`src/rtl/ifa_pkg.sv`:
```
package ifa_pkg;

  // Kind of read that currently owns the flash port
  typedef enum logic {
    OP_DEMAND   = 1'b0,
    OP_PREFETCH = 1'b1
  } fl_op_e;

  // Counter width for a flash access of lat cycles
  function automatic int unsigned lat_bits(input int unsigned lat);
    return (lat > 2) ? $clog2(lat) : 1;
  endfunction

endpackage

```
`src/rtl/ifa_flash_seq.sv`:
```
module ifa_flash_seq
  import ifa_pkg::*;
#(
  parameter int unsigned AW  = 16,
  parameter int unsigned LAT = 4
) (
  input  logic          clk,
  input  logic          rst_n,
  input  logic          start,
  input  fl_op_e        start_op,
  input  logic [AW-1:0] start_addr,
  input  logic          kill_pf,
  output logic          busy,
  output fl_op_e        op,
  output logic [AW-1:0] addr,
  output logic          done
);
  localparam int unsigned CW = lat_bits(LAT);
  localparam logic [CW-1:0] LOAD = CW'(LAT - 1);

  logic [CW-1:0] cnt_q;

  always_ff @(posedge clk or negedge rst_n) begin
    if (!rst_n) begin
      busy  <= 1'b0;
      op    <= OP_DEMAND;
      addr  <= '0;
      cnt_q <= '0;
    end else if (start) begin
      busy  <= 1'b1;
      op    <= start_op;
      addr  <= start_addr;
      cnt_q <= LOAD;
    end else if (kill_pf && busy && op == OP_PREFETCH) begin
      busy <= 1'b0;
    end else if (busy) begin
      if (cnt_q == '0) busy <= 1'b0;
      else             cnt_q <= cnt_q - 1'b1;
    end
  end

  assign done = busy && (cnt_q == '0);

endmodule

```
`src/rtl/ifa_trace_buf.sv`:
```
module ifa_trace_buf #(
  parameter int unsigned AW    = 16,
  parameter int unsigned DW    = 32,
  parameter int unsigned DEPTH = 4
) (
  input  logic          clk,
  input  logic          rst_n,
  input  logic          flush,
  input  logic          lk_en,
  input  logic [AW-1:0] lk_addr,
  output logic          hit,
  output logic [DW-1:0] hit_data,
  input  logic          wr_en,
  input  logic [AW-1:0] wr_addr,
  input  logic [DW-1:0] wr_data
);
  localparam int unsigned PW = (DEPTH > 1) ? $clog2(DEPTH) : 1;
  localparam logic [PW-1:0] LAST = PW'(DEPTH - 1);

  logic [AW-1:0]    tag_q  [DEPTH];
  logic [DW-1:0]    data_q [DEPTH];
  logic [DEPTH-1:0] valid_q;
  logic [DEPTH-1:0] match;
  logic [PW-1:0]    rr_q;

  always_ff @(posedge clk or negedge rst_n) begin
    if (!rst_n) begin
      valid_q <= '0;
      rr_q    <= '0;
      for (int i = 0; i < int'(DEPTH); i++) begin
        tag_q[i]  <= '0;
        data_q[i] <= '0;
      end
    end else if (flush) begin
      valid_q <= '0;
      rr_q    <= '0;
    end else if (wr_en) begin
      valid_q[rr_q] <= 1'b1;
      tag_q[rr_q]   <= wr_addr;
      data_q[rr_q]  <= wr_data;
      rr_q          <= (rr_q == LAST) ? '0 : rr_q + 1'b1;
    end
  end

  for (genvar g = 0; g < int'(DEPTH); g++) begin : g_cmp
    assign match[g] = valid_q[g] && (tag_q[g] == lk_addr);
  end

  always_comb begin
    hit_data = '0;
    for (int i = 0; i < int'(DEPTH); i++)
      if (match[i]) hit_data = hit_data | data_q[i];
  end

  assign hit = lk_en && (|match);

endmodule

```
`src/rtl/ifetch_accel.sv`:
```
module ifetch_accel
  import ifa_pkg::*;
#(
  parameter int unsigned AW        = 16,
  parameter int unsigned DW        = 32,
  parameter int unsigned FLASH_LAT = 4,
  parameter int unsigned TB_DEPTH  = 4
) (
  input  logic          clk,
  input  logic          rst_n,
  input  logic          pf_en,
  input  logic          tb_en,
  input  logic          pgm_busy,
  input  logic          fetch_req,
  input  logic [AW-1:0] fetch_addr,
  output logic [DW-1:0] fetch_rdata,
  output logic          fetch_rdy,
  output logic          fl_rd,
  output logic [AW-1:0] fl_addr,
  input  logic [DW-1:0] fl_rdata
);

  function automatic logic [AW-1:0] next_line(input logic [AW-1:0] a);
    return a + AW'(1);
  endfunction

  // flash sequencer view
  logic          fl_busy, fl_done, fl_start;
  fl_op_e        fl_op, fl_start_op;
  logic [AW-1:0] fl_addr_q, fl_start_addr;

  // prefetch register and result register
  logic [AW-1:0] pf_addr_q;
  logic [DW-1:0] pf_data_q, out_q;
  logic          pf_valid_q, out_v_q;

  // trace store view
  logic          tb_on, tb_hit, tb_flush, tb_wr;
  logic [DW-1:0] tb_data;

  // named events
  logic          dem_busy, look, pf_inflight;
  logic          ev_pf_hit, ev_tb_hit, ev_miss, ev_dem_done, ev_pf_done, ev_pf_launch;
  logic [AW-1:0] pf_next;

  assign dem_busy    = fl_busy && (fl_op == OP_DEMAND);
  assign look        = fetch_req && !dem_busy && !out_v_q;
  assign pf_inflight = fl_busy && (fl_op == OP_PREFETCH) && (fl_addr_q == fetch_addr);
  assign tb_on       = pf_en && tb_en;

  assign ev_pf_hit    = look && pf_en && pf_valid_q && (pf_addr_q == fetch_addr);
  assign ev_tb_hit    = look && !ev_pf_hit && !pf_inflight && tb_hit;
  assign ev_miss      = look && !ev_pf_hit && !pf_inflight && !tb_hit;
  assign ev_dem_done  = fl_done && (fl_op == OP_DEMAND);
  assign ev_pf_done   = fl_done && (fl_op == OP_PREFETCH);
  assign ev_pf_launch = pf_en && !pgm_busy && (ev_pf_hit || ev_tb_hit || ev_dem_done);
  assign pf_next      = ev_dem_done ? next_line(fl_addr_q) : next_line(fetch_addr);

  assign fl_start      = ev_miss || ev_pf_launch;
  assign fl_start_op   = ev_miss ? OP_DEMAND : OP_PREFETCH;
  assign fl_start_addr = ev_miss ? fetch_addr : pf_next;

  ifa_flash_seq #(.AW(AW), .LAT(FLASH_LAT)) u_seq (
    .clk        (clk),
    .rst_n      (rst_n),
    .start      (fl_start),
    .start_op   (fl_start_op),
    .start_addr (fl_start_addr),
    .kill_pf    (pgm_busy),
    .busy       (fl_busy),
    .op         (fl_op),
    .addr       (fl_addr_q),
    .done       (fl_done)
  );

  assign tb_flush = pgm_busy || !tb_on;
  assign tb_wr    = ev_dem_done && tb_on && !pgm_busy;

  ifa_trace_buf #(.AW(AW), .DW(DW), .DEPTH(TB_DEPTH)) u_trace (
    .clk      (clk),
    .rst_n    (rst_n),
    .flush    (tb_flush),
    .lk_en    (tb_on),
    .lk_addr  (fetch_addr),
    .hit      (tb_hit),
    .hit_data (tb_data),
    .wr_en    (tb_wr),
    .wr_addr  (fl_addr_q),
    .wr_data  (fl_rdata)
  );

  // prefetch register: invalidate > relaunch > fill
  always_ff @(posedge clk or negedge rst_n) begin
    if (!rst_n) begin
      pf_valid_q <= 1'b0;
      pf_addr_q  <= '0;
      pf_data_q  <= '0;
    end else if (pgm_busy || !pf_en) begin
      pf_valid_q <= 1'b0;
    end else if (ev_pf_launch) begin
      pf_valid_q <= 1'b0;
      pf_addr_q  <= pf_next;
    end else if (ev_pf_done) begin
      pf_valid_q <= 1'b1;
      pf_data_q  <= fl_rdata;
    end
  end

  // registered result for trace hits and demand reads
  always_ff @(posedge clk or negedge rst_n) begin
    if (!rst_n) begin
      out_v_q <= 1'b0;
      out_q   <= '0;
    end else begin
      out_v_q <= ev_tb_hit || ev_dem_done;
      if (ev_dem_done)    out_q <= fl_rdata;
      else if (ev_tb_hit) out_q <= tb_data;
    end
  end

  assign fetch_rdy   = out_v_q || ev_pf_hit;
  assign fetch_rdata = out_v_q ? out_q : pf_data_q;
  assign fl_rd       = fl_busy;
  assign fl_addr     = fl_addr_q;

endmodule

```
`config.mk`:
```
export PLATFORM = sky130hd
export DESIGN_NAME = ifetch_accel
export DESIGN_NICKNAME = d
export VERILOG_FILES = /design/src/rtl/ifa_pkg.sv /design/src/rtl/ifa_flash_seq.sv /design/src/rtl/ifa_trace_buf.sv /design/src/rtl/ifetch_accel.sv
export SDC_FILE = /design/constraint.sdc
export NUM_CORES = 1
export LEC_CHECK = 0
export BUFFER_PORTS_ARGS = -buffer_cell sky130_fd_sc_hd__buf_2
export CORE_ASPECT_RATIO = 0.9
export CORE_MARGIN = 2
export CORE_UTILIZATION = 55
export CTS_CLUSTER_DIAMETER = 60
export DETAILED_ROUTE_END_ITERATION = 8
export HOLD_SLACK_MARGIN = 0.12
export PLACE_DENSITY = 0.72
export SYNTH_ARGS = -nofsm -noshare
export SYNTH_HDL_FRONTEND = slang
export SYNTH_HIERARCHICAL = 1
export SYNTH_SLANG_ARGS = --single-unit
export TNS_END_PERCENT = 50
```
`constraint.sdc`:
```
create_clock -name clk -period 4.2 [get_ports clk]
set_clock_uncertainty 0.05 [all_clocks]
set_input_delay 0.42 -clock clk [delete_from_list [all_inputs] [get_ports clk]]
set_output_delay 0.42 -clock clk [all_outputs]
set_load 0.03 [all_outputs]
```
==> impl_results.md, run 1 <==
* Status: finished clean
* Arrival @ worst endpoint at 4.10 ns
* Hold path startpoint: fl_rdata[23]
* Io pins at 104
* Setup slack after placement at 0.527 ns
* Final Power at 9240 uW
* CTS sink count at 300
* Top_reg_cell synth: dfrtp_1
* Area growth syn-to-layout at 12.6%
* Worst-margin pin slew at 1.03 ns
* Vias in the first global route at 10658
* R2r setup slk at 0.43 ns
* Cell variety after synth at 53
* P_leak at 0.00856 uW
* Remaining global-route overflow at 0
* CORE AREA at 0.0278 mm2
* Setup-failing EPs final at 0
* Max Freq at 0.265 GHz
* Worst hold path cell count at 2
* Max-slew headroom at 31.3%
* Post_cts resized at 0
* Final nets at 1393
* Post-route antenna net violation count at 0
* CP cell instances: inv_1 -> ha_1 -> and2_1 -> nor2b_1 -> nand2_1 -> nand2_1 -> ha_1 -> inv_1 -> a221oi_1 -> buf_4 -> nand3_1 -> xor2_1 -> mux2i_1 -> mux2_2 -> mux2_4
* First-pass GRT wire length at 59900 um
* DIE AREA at 0.0294 mm2
* Routed WL at 37100 um
* CP required at 4.53 ns
* Synthesized area at 0.0154 mm2
* Sequential area share after synthesis at 48.6%
* Asr flop ratio synth at 100%
* Initial DRC count at 719
* Most frequent cells after synthesis: 300 x dfrtp_1, 251 x mux2_2, 115 x nand3_1
* TritonCTS clock tree: done
* Min-delay worst type: input pin to register
* Worst path max stage delay at 0.57 ns
* DR pass1 iterations at 5
* Crit path kind: register to register
* Max rail drop VDD at 0.000381 V
* Vias per cell at 5.90
* Initial core utilization at 55.5%
* PwrDens at 532 mW/mm2
* Synth area leader: dfrtp_1
* Final period util at 89.7%
* Syn_nets at 1310
* Crit-path max FO at 7
* Synth Register Bits at 300
* Synth top area share at 48.6%
* Minimum clock period at 3.77 ns
* Post-route setup slack at 0.432 ns
* Syn Area/Cell at 12.4 um2
* Final hold vios at 0
* Unrepaired setup endpoints after global routing: false
* Layout cell share with drive strength beyond 1 at 39.7%
* Fillers at 2219
* CTS H-tree lvls at 2
* Pin count of the biggest net entering global routing at 132
* Final TNS setup at 0 ns
* WHS at 0.154 ns
* Synth warn at 6
* Initial antenna violation count at 1
* Crit. End Element: register
* CTS root buf: clkbuf_16
* Reg2Reg Depth at 15
* Avg WL per Cell at 21.6 um
* Worst path top cell family by delay: simple AND/OR/NAND/NOR gates
* Hpwl dp at 22800 um
* Crit-path slowest cell: nor2b_1
* Max Cap Viol at 0
* Worst skew pair latency at 0.51 ns
* CP Launch Point: u_seq/cnt_q[0]
* Startpoint Class: register
* CP Buf/Inv Count at 3
* Cells after Synth at 1250
* Leading cell type by number of instances after synthesis: dfrtp_1
* Die height at 163 um
* Vias at 10124
* Clock Path Buffers at 3
* Port Buffer Count at 103
* RR Startpoint: u_seq/cnt_q[0]
* Reg clk slew, reported paths at 0.06 ns
* Post-synth EDFFs at 0
* R2r endpoint: u_seq/addr[10]
* FP Rows at 58
* DRC Markers at 0
* Die width at 181 um
* CTS buffer count at 34
* GRT Total Usage at 25.7%
* Min-Delay Endpoint: pf_data_q[23]
* Placer congestion estimate at 0.853
* Fin. max-slew vios at 0
* Synth area leaders: dfrtp_1 49%, mux2_2 18%, xnor2_1 4.8%
==> registers in the layout, summed over array words and instances (netlist names) <==
| register | cells |
|---|---|
| u_trace/data_q | 128 |
| u_trace/tag_q | 64 |
| out_q | 32 |
| pf_data_q | 32 |
| pf_addr_q | 16 |
| u_seq/addr | 16 |
| u_trace/valid_q | 4 |
| u_seq/cnt_q | 2 |
| u_trace/rr_q | 2 |
| out_v_q | 1 |
| pf_valid_q | 1 |
| u_seq/busy | 1 |
| u_seq/op | 1 |
==> through the flow <==
step | std cells | utilization (%) | area [um2]
floorplan | 1250 | - | 15400
global placement | 1656 | 58.3 | 16200
detailed placement | 1656 | 58.3 | 16200
CTS | 1716 | 62.5 | 17400
global route | 1716 | 62.5 | 17400
finish | 1717 | 62.6 | 17400
==> worst max-delay path by stage <==
stage | end | slack [ns] | cells after the start
2_1_floorplan | u_seq/addr[10] | 0.13 | 18
3_3_place_gp | u_seq/addr[14] | 0.61 | 14
3_5_place_dp | pf_data_q[16] | 0.53 | 12
4_1_cts | u_seq/addr[10] | 0.53 | 15
5_1_grt | u_seq/addr[10] | 0.31 | 15
6_report | u_seq/addr[10] | 0.43 | 15
==> cells by family (layout without fill, tap and decap cells) <==
| group | count (synthesis) | after routing | share of synthesized area (%) |
|---|---|---|---|
| buffers and inverters | 139 | 245 | 4.71 |
| adder cells (fa/ha/maj) | 6 | 6 | 0.486 |
| AND/OR/NAND/NOR | 250 | 250 | 8.48 |
| other | 0 | 1 | 0 |
| AO/OA/AOI/OAI | 98 | 98 | 5.45 |
| multiplexers | 346 | 346 | 26.0 |
| flip-flops | 300 | 300 | 48.6 |
| XOR/XNOR | 111 | 111 | 6.30 |
==> placed cells by master, fill, tap and decap left out, drive strengths merged, types with 2 or more instances in the layout <==
master	count
a21oi	41
dfrtp	300
bufinv	4
ha	6
nor4	8
nor2	51
mux2	297
nand2	27
clkinvlp	3
xnor2	84
nand2b	3
o21ai	12
nor3	6
inv	53
nand3	116
clkbuf	45
buf	134
a211oi	4
o31ai	2
nand4	15
o2111ai	32
a21o	2
and2	3
nor2b	3
or2	2
and3	6
nor4b	2
mux2i	49
xor2	27
clkinv	5
==> final cells by class <==
type / instances / area [um2] / area share, %
multi-input combinational: 811 / 7240 / 41.6
timing repair buffer: 135 / 818 / 4.71
clock inverter: 14 / 185 / 1.07
clock buffer: 45 / 993 / 5.71
antenna: 1 / 2.50 / 0.0144
inverter: 51 / 191 / 1.10
tap: 360 / 450 / 2.59
sequential: 300 / 7510 / 43.2
==> worst reg2reg max path, cell delays in order, from the launching register on <==
cell and delay [ns]:
dfrtp_1 0.38, inv_1 0.08, ha_1 0.20, and2_1 0.34, nor2b_1 0.57, nand2_1 0.11, nand2_1 0.08, ha_1 0.20
inv_1 0.12, a221oi_1 0.30, buf_4 0.22, nand3_1 0.11, xor2_1 0.19, mux2i_1 0.12, mux2_2 0.30, mux2_4 0.25
==> timing repair <==
| action | CTS | global route |
|---|---|---|
| buffers inserted | 0 | 0 |
| hold endpoints to repair | 128 | 0 |
| hold buffers | 1 | 0 |
==> metal layers <==
layer  vias up  track usage (%)  share of wire [%]
met1      5183             36.4                 47
met2       283             41.0                 46
met5         -                0                  0
li1       4590                -                  -
met3        68             3.91                5.1
met4         0             8.28                2.2
==> power by group <==
part	leakage, uW	internal, uW	switching, uW
Combinational	0.00394	1040	1240
Sequential	0.00404	3360	497
Clock	0.000577	1910	1190
Note: power is estimated with default switching activity, not from simulation.
==> run 2, diff against run 1 <==
ABC_AREA = 1   (was default)
PLACE_DENSITY = 0.76   (was 0.72)
==> run 2 against run 1 <==
Global-route usage is 5.4 points higher. Sequential power hardly changed. Critical endpoint is now u_seq/cnt_q[1]. Largest cell class unchanged. Highest routed layer unchanged. Register-to-register slack better by 0.45 ns. Total power is 11% higher. Worst hold slack worse by 0.020 ns. Die area is 4.7% higher. Cell count is 58% higher. Critical path depth is 2 lower. Critical path type unchanged. Setup slack better by 0.45 ns.
==> impl_results.md, run 2 <==
* R2r setup slk at 0.88 ns (was 0.43 ns)
* Vias per cell at 5.65 (was 5.90)
* Pin count of the biggest net entering global routing at 107 (was 132)
* Initial DRC count at 1607 (was 719)
* Leading cell type by number of instances after synthesis: nand2_1 (was dfrtp_1)
* FP Rows at 59 (was 58)
* DR top layer: met4 (unchanged)
* Min-delay worst type: input pin to register (unchanged)
* Worst skew pair latency at 0.52 ns (was 0.51 ns)
* Status: finished clean (unchanged)
* Top flop regs: u_trace/data_q: 128 flops, u_trace/tag_q: 64 flops (unchanged)
* Port Buffer Count at 103 (unchanged)
* Setup slack after placement at 0.923 ns (was 0.527 ns)
* Synth top area share at 46.4% (was 48.6%)
* Remaining global-route overflow at 0 (unchanged)
* Placer congestion estimate at 0.952 (was 0.853)
* M1 wire length at 20200 um (was 17300 um)
* Synth Register Bits at 300 (unchanged)
* Final TNS setup at 0 ns (unchanged)
* DR pass1 iterations at 8 (was 5)
* Vias at 15288 (was 10124)
* DRC Markers at 0 (unchanged)
* Commonest non-fill, non-tap cell in the layout: nand2_1 (was dfrtp_1)
* Post-route antenna net violation count at 0 (unchanged)
* Design Area, Final at 0.0183 mm2 (was 0.0174 mm2)
* DIE AREA at 0.0308 mm2 (was 0.0294 mm2)
* Placed Cells at 2620 (was 1656)
* Metal2 WL at 21300 um (was 17100 um)
* Area growth syn-to-layout at 13.1% (was 12.6%)
* Hold path startpoint: fl_rdata[9] (was fl_rdata[23])
* Max rail drop VDD at 0.000440 V (was 0.000381 V)
* Layout cell share with drive strength beyond 1 at 10.8% (was 39.7%)
* Final nets at 2345 (was 1393)
* Post-route setup slack at 0.881 ns (was 0.432 ns)
* Startpoint Class: register (unchanged)
* Met3 routed WL at 4150 um (was 1890 um)
* Initial antenna violation count at 0 (was 1)
* Worst-margin pin slew at 1.01 ns (was 1.03 ns)
* Top_reg_cell synth: dfrtp_1 (unchanged)
* Fin. max-slew vios at 0 (unchanged)
* Die width at 185 um (was 181 um)
* Minimum clock period at 3.32 ns (was 3.77 ns)
* Syn_nets at 2273 (was 1310)
* Avg WL per Cell at 17.3 um (was 21.6 um)
* Syn Area/Cell at 7.31 um2 (was 12.4 um2)
* CP required at 4.55 ns (was 4.53 ns)
* Hpwl dp at 29300 um (was 22800 um)
* Unrepaired setup endpoints after global routing: false (unchanged)
* Synthesized area at 0.0162 mm2 (was 0.0154 mm2)
* Cells after Synth at 2213 (was 1250)
* CTS H-tree lvls at 2 (unchanged)
* Routed WL at 46900 um (was 37100 um)
* Max-slew headroom at 32.3% (was 31.3%)
* Sequential area share after synthesis at 46.4% (was 48.6%)
* Setup-failing EPs final at 0 (unchanged)
* Final hold vios at 0 (unchanged)
* Reg clk slew, reported paths at 0.06 ns (about the same)
* Arrival @ worst endpoint at 3.67 ns (was 4.10 ns)
* Clock Path Buffers at 3 (unchanged)
* R2r endpoint: u_seq/cnt_q[1] (was u_seq/addr[10])
* Synth area leader: dfrtp_1 (unchanged)
* Vias in the first global route at 14520 (was 10658)
* Max Freq at 0.301 GHz (was 0.265 GHz)
* CTS buffer count at 36 (was 34)
* Final Power at 10300 uW (was 9240 uW)
* TritonCTS clock tree: done (unchanged)
* Fin cells at 2707 (was 1717)
* CTS root buf: clkbuf_16 (unchanged)
* Crit-path max FO at 35 (was 7)
* Die height at 167 um (was 163 um)
* Io pins at 104 (unchanged)
* Asr flop ratio synth at 100% (unchanged)
* Most flop-heavy register: u_trace/data_q (unchanged)
* P_leak at 0.00941 uW (was 0.00856 uW)
* Commonest non-fill, non-tap cells in the layout: 878 x nand2_1, 300 x dfrtp_1, 224 x inv_1 (was 300 x dfrtp_1, 251 x mux2_2, 115 x nand3_1)
* PwrDens at 562 mW/mm2 (was 532 mW/mm2)
* First-pass GRT wire length at 76300 um (was 59900 um)
* RR Startpoint: u_seq/cnt_q[0] (unchanged)
* Largest register FFs at 128 (unchanged)
* Crit. End Element: register (unchanged)
* Final period util at 79.0% (was 89.7%)
* Antenna cells at 0 (was 1)
* Synth warn at 6 (unchanged)
* Cell variety after synth at 32 (was 53)
* GRT Total Usage at 31.1% (was 25.7%)
* Synth area leaders: dfrtp_1 46%, nand2_1 20%, o21ai_0 6.8% (was dfrtp_1 49%, mux2_2 18%, xnor2_1 4.8%)
* # Post-CTS Setup Buffers at 0 (unchanged)
* Post-synth EDFFs at 0 (unchanged)
* Initial core utilization at 55.9% (was 55.5%)
* Reg2Reg Depth at 13 (was 15)
* Max Cap Viol at 0 (unchanged)
* Min-Delay Endpoint: pf_data_q[9] (was pf_data_q[23])
* Worst hold path cell count at 3 (was 2)
* Most frequent cells after synthesis: 883 x nand2_1, 300 x dfrtp_1, 225 x inv_1 (was 300 x dfrtp_1, 251 x mux2_2, 115 x nand3_1)
* Crit path kind: register to register (unchanged)
* Placed Area at 0.0168 mm2 (was 0.0162 mm2)
* CORE AREA at 0.0289 mm2 (was 0.0278 mm2)
* CTS sink count at 300 (unchanged)
run 2: cell types whose count changed in the layout (fill, tap and decap cells not counted), sizes merged, moves of 34 or more:
cell and delta:
a21oi -35, inv +189, mux2 -297, mux2i -49
nand2 +861, nand3 -34, nand4 +117, nor2 +66
o21ai +231, xnor2 -78
run 2: how the worst max path moves through the flow:
stage,from,slack [ns],end,cells past startpoint
final,u_seq/cnt_q[0],0.88,u_seq/cnt_q[1],13
after floorplan,u_seq/busy,1.40,u_trace/tag_q[4],16
after global routing,out_v_q,0.59,u_seq/cnt_q[1],14
after global placement,fetch_addr[6],1.02,u_seq/cnt_q[0],17
after detailed placement,fetch_addr[6],0.92,u_seq/cnt_q[1],17
after CTS,u_seq/cnt_q[0],0.91,u_seq/cnt_q[1],13
run 2: layout make-up:
cell class,instances,area (um2)
Inverter,242,915
Clock buffer,51,1060
Timing Repair Buffer,158,1080
Fill cell,2537,10600
Tap cell,396,495
Sequential cell,300,7510
Clock inverter,13,214
Multi-Input combinational cell,1547,7040
run 2: cells by family (layout without fill, tap and decap cells):
family | count (synthesis) | in the layout | synth area share [%]
AO/OA/AOI/OAI | 285 | 285 | 9.24
flip-flops | 300 | 300 | 46.4
AND/OR/NAND/NOR | 1228 | 1228 | 32.1
adder cells (fa/ha/maj) | 6 | 6 | 0.464
XOR/XNOR | 28 | 28 | 1.52
buffers and inverters | 366 | 464 | 10.3
run 2: worst max-delay path, cell delays in order (launching register included):
cell     delay (ns)
dfrtp_1        0.37
inv_1          0.05
ha_1           0.21
nand2_1        0.07
inv_1          0.07
nand2_4        0.32
buf_4          0.47
nand3_2        0.20
nand2_2        0.39
nand2_1        0.36
inv_6          0.30
nand3_1        0.14
nand3_1        0.11
nand2_1        0.06
run 2: repair_timing:
item,4_1_cts,5_1_grt
setup endpoints to repair,0,0
hold buffers,22,0
endpoints found under the hold margin,123,0
resized for setup,0,0
run 2: per-layer routing:
metal  GRT usage (%)  vias up
met5               0        -
met4            10.0        0
met3            4.94      109
met2            49.2      807
met1            43.8     7204
li1                -     7168
run 2: where the power goes:
| part | switching [uW] | total, uW | internal (uW) |
|---|---|---|---|
| clock network | 1240 | 3320 | 2080 |
| logic | 2240 | 3140 | 907 |
| registers | 421 | 3830 | 3410 |
run 2: stage by stage:
stage	utilization, %	hold WS (ns)
6_report	63.2	0.134
5_1_grt	63.2	0.136
4_1_cts	63.2	0.121
3_5_place_dp	58.0	0.416
3_3_place_gp	58.0	0.412
2_1_floorplan	-	0.0744
